[src/rtl/tmr_pkg.sv]
package tmr_pkg;
  localparam int unsigned OFF_CTRL  = 'h0;
  localparam int unsigned OFF_PER   = 'h4;
  localparam int unsigned OFF_SCALE = 'h8;
  localparam int unsigned OFF_CNT   = 'hC;

  localparam int unsigned BIT_PWR  = 0;
  localparam int unsigned BIT_EN   = 1;
  localparam int unsigned BIT_RLD  = 2;
  localparam int unsigned BIT_FLAG = 3;

  typedef struct packed {
    logic rld;
    logic en;
    logic pwr;
  } ctrl_t;
endpackage

[src/rtl/tmr_prescaler.sv]
module tmr_prescaler #(
  parameter int unsigned DATA_W = 32
) (
  input  logic              clk_i,
  input  logic              rst_ni,
  input  logic              run_i,
  input  logic              restart_i,
  input  logic [DATA_W-1:0] scale_i,
  output logic              tick_o
);
  logic [DATA_W-1:0] cnt_q;

  // >= keeps a shrunk scale from forcing a full wrap
  assign tick_o = run_i && !restart_i && (cnt_q >= scale_i);

  always_ff @(posedge clk_i or negedge rst_ni) begin
    if (!rst_ni)                      cnt_q <= '0;
    else if (!run_i || restart_i)     cnt_q <= '0;
    else if (tick_o)                  cnt_q <= '0;
    else                              cnt_q <= cnt_q + 1'b1;
  end

  p_idle_clear_r4: assert property (@(posedge clk_i) disable iff (!rst_ni)
    !run_i |=> (cnt_q == '0));
endmodule

[src/rtl/tmr_down_counter.sv]
module tmr_down_counter #(
  parameter int unsigned DATA_W = 32
) (
  input  logic              clk_i,
  input  logic              rst_ni,
  input  logic              load_i,
  input  logic [DATA_W-1:0] load_val_i,
  input  logic              tick_i,
  input  logic              reload_en_i,
  input  logic [DATA_W-1:0] period_i,
  output logic [DATA_W-1:0] count_o,
  output logic              expire_o
);
  localparam logic [DATA_W-1:0] ONE = DATA_W'(1);

  logic [DATA_W-1:0] count_q;

  assign expire_o = !load_i && tick_i && (count_q == ONE);
  assign count_o  = count_q;

  always_ff @(posedge clk_i or negedge rst_ni) begin
    if (!rst_ni)                        count_q <= '0;
    else if (load_i)                    count_q <= load_val_i;
    else if (expire_o)                  count_q <= reload_en_i ? period_i : '0;
    else if (tick_i && count_q != '0)   count_q <= count_q - 1'b1;
  end

  p_hold_no_tick_r4: assert property (@(posedge clk_i) disable iff (!rst_ni)
    (!load_i && !tick_i) |=> $stable(count_q));
  p_zero_sticks_r5: assert property (@(posedge clk_i) disable iff (!rst_ni)
    (!load_i && count_q == '0) |=> (count_q == '0));
  p_reload_r6: assert property (@(posedge clk_i) disable iff (!rst_ni)
    (expire_o && reload_en_i) |=> (count_q == $past(period_i)));
endmodule

[src/rtl/tmr_core_timer.sv]
module tmr_core_timer
  import tmr_pkg::*;
#(
  parameter int unsigned DATA_W = 32,
  parameter int unsigned ADDR_W = 8
) (
  input  logic              clk_i,
  input  logic              rst_ni,
  input  logic              we_i,
  input  logic [ADDR_W-1:0] addr_i,
  input  logic [DATA_W-1:0] wdata_i,
  output logic [DATA_W-1:0] rdata_o,
  output logic              irq_o
);
  localparam logic [ADDR_W-1:0] A_CTRL  = ADDR_W'(OFF_CTRL);
  localparam logic [ADDR_W-1:0] A_PER   = ADDR_W'(OFF_PER);
  localparam logic [ADDR_W-1:0] A_SCALE = ADDR_W'(OFF_SCALE);
  localparam logic [ADDR_W-1:0] A_CNT   = ADDR_W'(OFF_CNT);

  ctrl_t             ctrl_q;
  logic              flag_q;
  logic [DATA_W-1:0] period_q, scale_q, count;
  logic              running, tick, expire;
  logic              ctrl_we, per_we, scale_we, cnt_we;

  assign ctrl_we  = we_i && (addr_i == A_CTRL);
  assign per_we   = we_i && (addr_i == A_PER);
  assign scale_we = we_i && (addr_i == A_SCALE);
  assign cnt_we   = we_i && (addr_i == A_CNT);
  assign running  = ctrl_q.pwr && ctrl_q.en;

  always_ff @(posedge clk_i or negedge rst_ni) begin
    if (!rst_ni) begin
      ctrl_q   <= '0;
      flag_q   <= 1'b0;
      period_q <= '0;
      scale_q  <= '0;
      irq_o    <= 1'b0;
    end else begin
      if (ctrl_we) begin
        ctrl_q.pwr <= wdata_i[BIT_PWR];
        ctrl_q.en  <= wdata_i[BIT_EN];
        ctrl_q.rld <= wdata_i[BIT_RLD];
      end
      // expiry beats a simultaneous clear
      if (expire)                             flag_q <= 1'b1;
      else if (ctrl_we && wdata_i[BIT_FLAG])  flag_q <= 1'b0;
      if (per_we)   period_q <= wdata_i;
      if (scale_we) scale_q  <= wdata_i;
      irq_o <= expire;
    end
  end

  tmr_prescaler #(.DATA_W(DATA_W)) i_presc (
    .clk_i     (clk_i),
    .rst_ni    (rst_ni),
    .run_i     (running),
    .restart_i (cnt_we),
    .scale_i   (scale_q),
    .tick_o    (tick)
  );

  tmr_down_counter #(.DATA_W(DATA_W)) i_cnt (
    .clk_i       (clk_i),
    .rst_ni      (rst_ni),
    .load_i      (cnt_we),
    .load_val_i  (wdata_i),
    .tick_i      (tick),
    .reload_en_i (ctrl_q.rld),
    .period_i    (period_q),
    .count_o     (count),
    .expire_o    (expire)
  );

  always_comb begin
    rdata_o = '0;
    unique case (addr_i)
      A_CTRL: begin
        rdata_o[BIT_PWR]  = ctrl_q.pwr;
        rdata_o[BIT_EN]   = ctrl_q.en;
        rdata_o[BIT_RLD]  = ctrl_q.rld;
        rdata_o[BIT_FLAG] = flag_q;
      end
      A_PER:   rdata_o = period_q;
      A_SCALE: rdata_o = scale_q;
      A_CNT:   rdata_o = count;
      default: rdata_o = '0;
    endcase
  end

  p_irq_sets_flag_r7: assert property (@(posedge clk_i) disable iff (!rst_ni)
    irq_o |-> flag_q);
  p_period_owned_r11: assert property (@(posedge clk_i) disable iff (!rst_ni)
    !per_we |=> $stable(period_q));
  p_ctrl_zero_stops_r9: assert property (@(posedge clk_i) disable iff (!rst_ni)
    (ctrl_we && wdata_i[2:0] == 3'b000) |=> !running);
  p_flag_sticky_r8: assert property (@(posedge clk_i) disable iff (!rst_ni)
    (flag_q && !(ctrl_we && wdata_i[BIT_FLAG])) |=> flag_q);
endmodule

[config.mk]
export PLATFORM = sky130hd
export DESIGN_NAME = tmr_core_timer
export DESIGN_NICKNAME = d
export VERILOG_FILES = /design/src/rtl/tmr_pkg.sv /design/src/rtl/tmr_prescaler.sv /design/src/rtl/tmr_down_counter.sv /design/src/rtl/tmr_core_timer.sv
export SDC_FILE = /design/constraint.sdc
export NUM_CORES = 1
export LEC_CHECK = 0
export BUFFER_PORTS_ARGS = -buffer_cell sky130_fd_sc_hd__buf_4
export CAP_MARGIN = 15
export CORE_MARGIN = 4
export CORE_UTILIZATION = 55
export CTS_BUF_LIST = sky130_fd_sc_hd__clkbuf_8
export DETAILED_ROUTE_END_ITERATION = 16
export PLACE_DENSITY = 0.72
export SYNTH_ARGS = -nofsm -noshare
export SYNTH_HDL_FRONTEND = slang
export SYNTH_HIERARCHICAL = 1
export SYNTH_SLANG_ARGS = --single-unit
[constraint.sdc]
create_clock -name clk_i -period 5.2 [get_ports clk_i]
set_input_delay 0.26 -clock clk_i [delete_from_list [all_inputs] [get_ports clk_i]]
set_output_delay 0.26 -clock clk_i [all_outputs]
set_load 0.02 [all_outputs]
==> metrics.txt <==
synthesized netlist cell count 857; multi-input combinational cell area 0.00499 mm2; Async SR Flop Fraction 100%; buffers added on ports 75; library cell with the highest instance count after synthesis dfrtp_1; met3 track utilization from global routing 5.51%; post-synthesis sequential area ratio 38.1%; final antenna-violating net count 0; largest net degree at the start of global routing 69; Yosys warning total 6; beginning of the worst hold path wdata_i[13]; main area contributors after synthesis dfrtp_1 (38%), mux2_4 (5.2%), ha_1 (5.0%), mux2_2 (4.5%), mux2_1 (3.9%); total global-route track usage 28.0%; total number of clock tree sinks 133; launch point of the worst path i_presc/cnt_q[25]; total count of max-transition violations in the final report 0; Worst EP required 5.59 ns; post-place setup slack 0.877 ns; Critical path destination i_cnt/count_o[28]; Overflow after GRT 0; Least-Margin Pin Slew 1.17 ns; Resized cells post-CTS 0; number of synthesized flops with an enable pin 0; number of violations reported at the end of detailed-routing iteration 0 755; top cells by instance count after synthesis dfrtp_1 (133), nor2_1 (71), nand2_1 (46), o21ai_0 (44), inv_1 (40); Avg Inst Size Synth 10.2 um2; TritonCTS clock tree built; worst flop-to-flop path startpoint i_presc/cnt_q[25]; Fmax achieved 224 MHz; post-synthesis to final-layout area growth 12.2%; Final Net Count 985; IO Count 76; worst reg2reg setup slack 0.73 ns; busiest layer in global routing met2; total die area 0.0180 mm2; antenna diode count 0; Hold WC Path Type in -> reg; DRC violation count after routing 0; clock tree root buffer cell clkbuf_8; vias in the first global route 7210; number of library cell types mapped by synthesis 73; met2 routing resource usage after global routing 46.7%; setup repair after global routing missed its margin false; worst hold stages 2; Setup-failing EPs final 0; global-route met1 utilization 36.6%; Critical Path Source Type register; number of nets produced by synthesis 935; DRT Pass-1 Iters 7; htree depth 4; Post CTS Setup Buffer Count 0; Floorplan Core Area 0.0154 mm2; capturing point of the worst reg2reg path i_cnt/count_o[28]; Seq. cell area 0.00333 mm2; die boundary height 134 um; Placement Rows 45; fraction of final layout cells with drive strength greater than 1 26.2%; result of the run completed; total routed wirelength 24.9 mm; worst relative slew slack 22.3%; estimated wirelength of the detail-placed design 17.4 mm; final hold vios 0; netlist area before placement 0.00874 mm2; setup TNS 0 ns; count of vias placed by the detailed router 7283; final weighted congestion in routability-driven placement 0.931; post-synthesis register bit count 133; power density over cell area 253 mW/mm2; share of the clock period used by the worst path after layout 85.9%; # fillers 1281; Critical Path Sink Type register; Synth area leader dfrtp_1; die outline width 134 um; number of hold buffers added after CTS 1; maximum buffer depth of the clock tree 2; VDD IR max 167 uV; leakage power 4.43 nW; most instantiated flip-flop cell in the synthesis netlist dfrtp_1; max_cap viols 0; signal arrival time at the worst endpoint 4.86 ns; wire per inst 22.0 um; WS Path Type reg -> reg; Reg clk slew, reported paths 0.08 ns; CP max FO 45; portion of synthesized cell area occupied by the leading cell type 38.1%; initial core utilization 56.9%; number of antenna violations at the first check in global routing 0; reg2reg path depth 12; clock latency on the worst-skew pair 0.46 ns; global-route wire length before repair 39.9 mm; Worst Setup Slack, final 0.731 ns; final setup skew 0.0147 ns; detailed-route vias per instance 6.44; Min Clock Period, post-route 4.47 ns; Inserted Clock Buffers 17
state kept, by name, indices dropped and copies added (netlist names):
register and flops:
irq_o 1, i_cnt/count_o 32, i_presc/cnt_q 32, period_q 32, scale_q 32, flag_q 1, ctrl_q 3
worst min path at each step:
stage | to | slack, ns
after floorplan | ctrl_q[0] | -0.04
after global routing | period_q[6] | 0.03
after detailed placement | period_q[22] | 0.29
after CTS | period_q[13] | 0.02
final | period_q[13] | 0.04
after global placement | period_q[22] | 0.30
cells in the final DEF, fill, tap and decap left out, types with 4 or more instances in the layout:
cell type,n
o31ai_1,7
nor4_1,12
o311ai_1,5
and4_1,4
dfrtp_1,133
bufinv_16,4
nand4_1,15
clkbuf_8,18
mux2_2,35
or3_1,6
nand4_2,4
a22oi_1,28
ha_1,35
or4_1,7
a311oi_1,13
nor2_1,70
buf_4,83
nand2_1,46
xor2_1,28
a21oi_1,27
inv_1,42
xnor2_1,19
mux4_2,4
nor3_2,31
nor3_1,17
o21a_1,7
a221oi_1,5
nand3_1,25
mux2_4,30
o21ai_0,44
mux2_1,30
nor4_4,4
and3_1,8
and2_1,4
a21o_1,5
power breakdown:
part	leakage, nW	internal [W]	switching, W
clock network	0.221	0.000532	0.000429
logic	2.37	0.000151	0.000250
registers	1.84	0.00107	0.0000490
cells by family (layout without fill, tap and decap cells):
| group | after synthesis | after routing | share of synthesized area [%] |
|---|---|---|---|
| compound gates | 170 | 170 | 13.3 |
| xor+xnor | 47 | 47 | 4.71 |
| fa+ha+maj | 35 | 35 | 5.01 |
| buf+inv | 94 | 157 | 4.99 |
| flops | 133 | 133 | 38.1 |
| mux | 99 | 99 | 14.6 |
| simple gates | 279 | 279 | 19.4 |
metal layers:
layer | up-vias | share of wire, %
met3 | 57 | 6.9
met4 | 0 | 2.6
met1 | 3620 | 41
li1 | 3263 | -
met5 | - | 0
met2 | 343 | 49
worst max-delay path: stages (launching register included):
cell       delay [ns]
dfrtp_1          0.45
ha_1             0.33
nand4_1          0.13
nor3_1           0.20
nor4b_2          0.33
o311ai_2         0.19
a31oi_1          0.56
nand4_1          0.39
nor4_4           0.37
buf_4            0.48
a211oi_4         0.24
a2111oi_0        0.54
a211o_1          0.17
per-stage QoR:
step                cell area [um2]  hold WS, ns  util, %  power [W]  cells
floorplan                      8740      -0.0356        -    0.00141    857
global placement               9370        0.299     61.0    0.00152   1098
detailed placement             9370        0.294     61.0    0.00153   1098
CTS                            9810       0.0179     63.8    0.00249   1131
global route                   9810       0.0335     63.8    0.00257   1131
finish                         9810       0.0416     63.8    0.00248   1131
cell type report:
class / instances / share of cell area (%)
multi-input combinational: 630 / 50.9
sequential: 133 / 33.9
timing repair buffer: 85 / 6.57
tap: 211 / 2.69
clock buffer: 18 / 2.53
clock inverter: 14 / 1.87
inverter: 40 / 1.53
(Power assumes the default switching activity.)
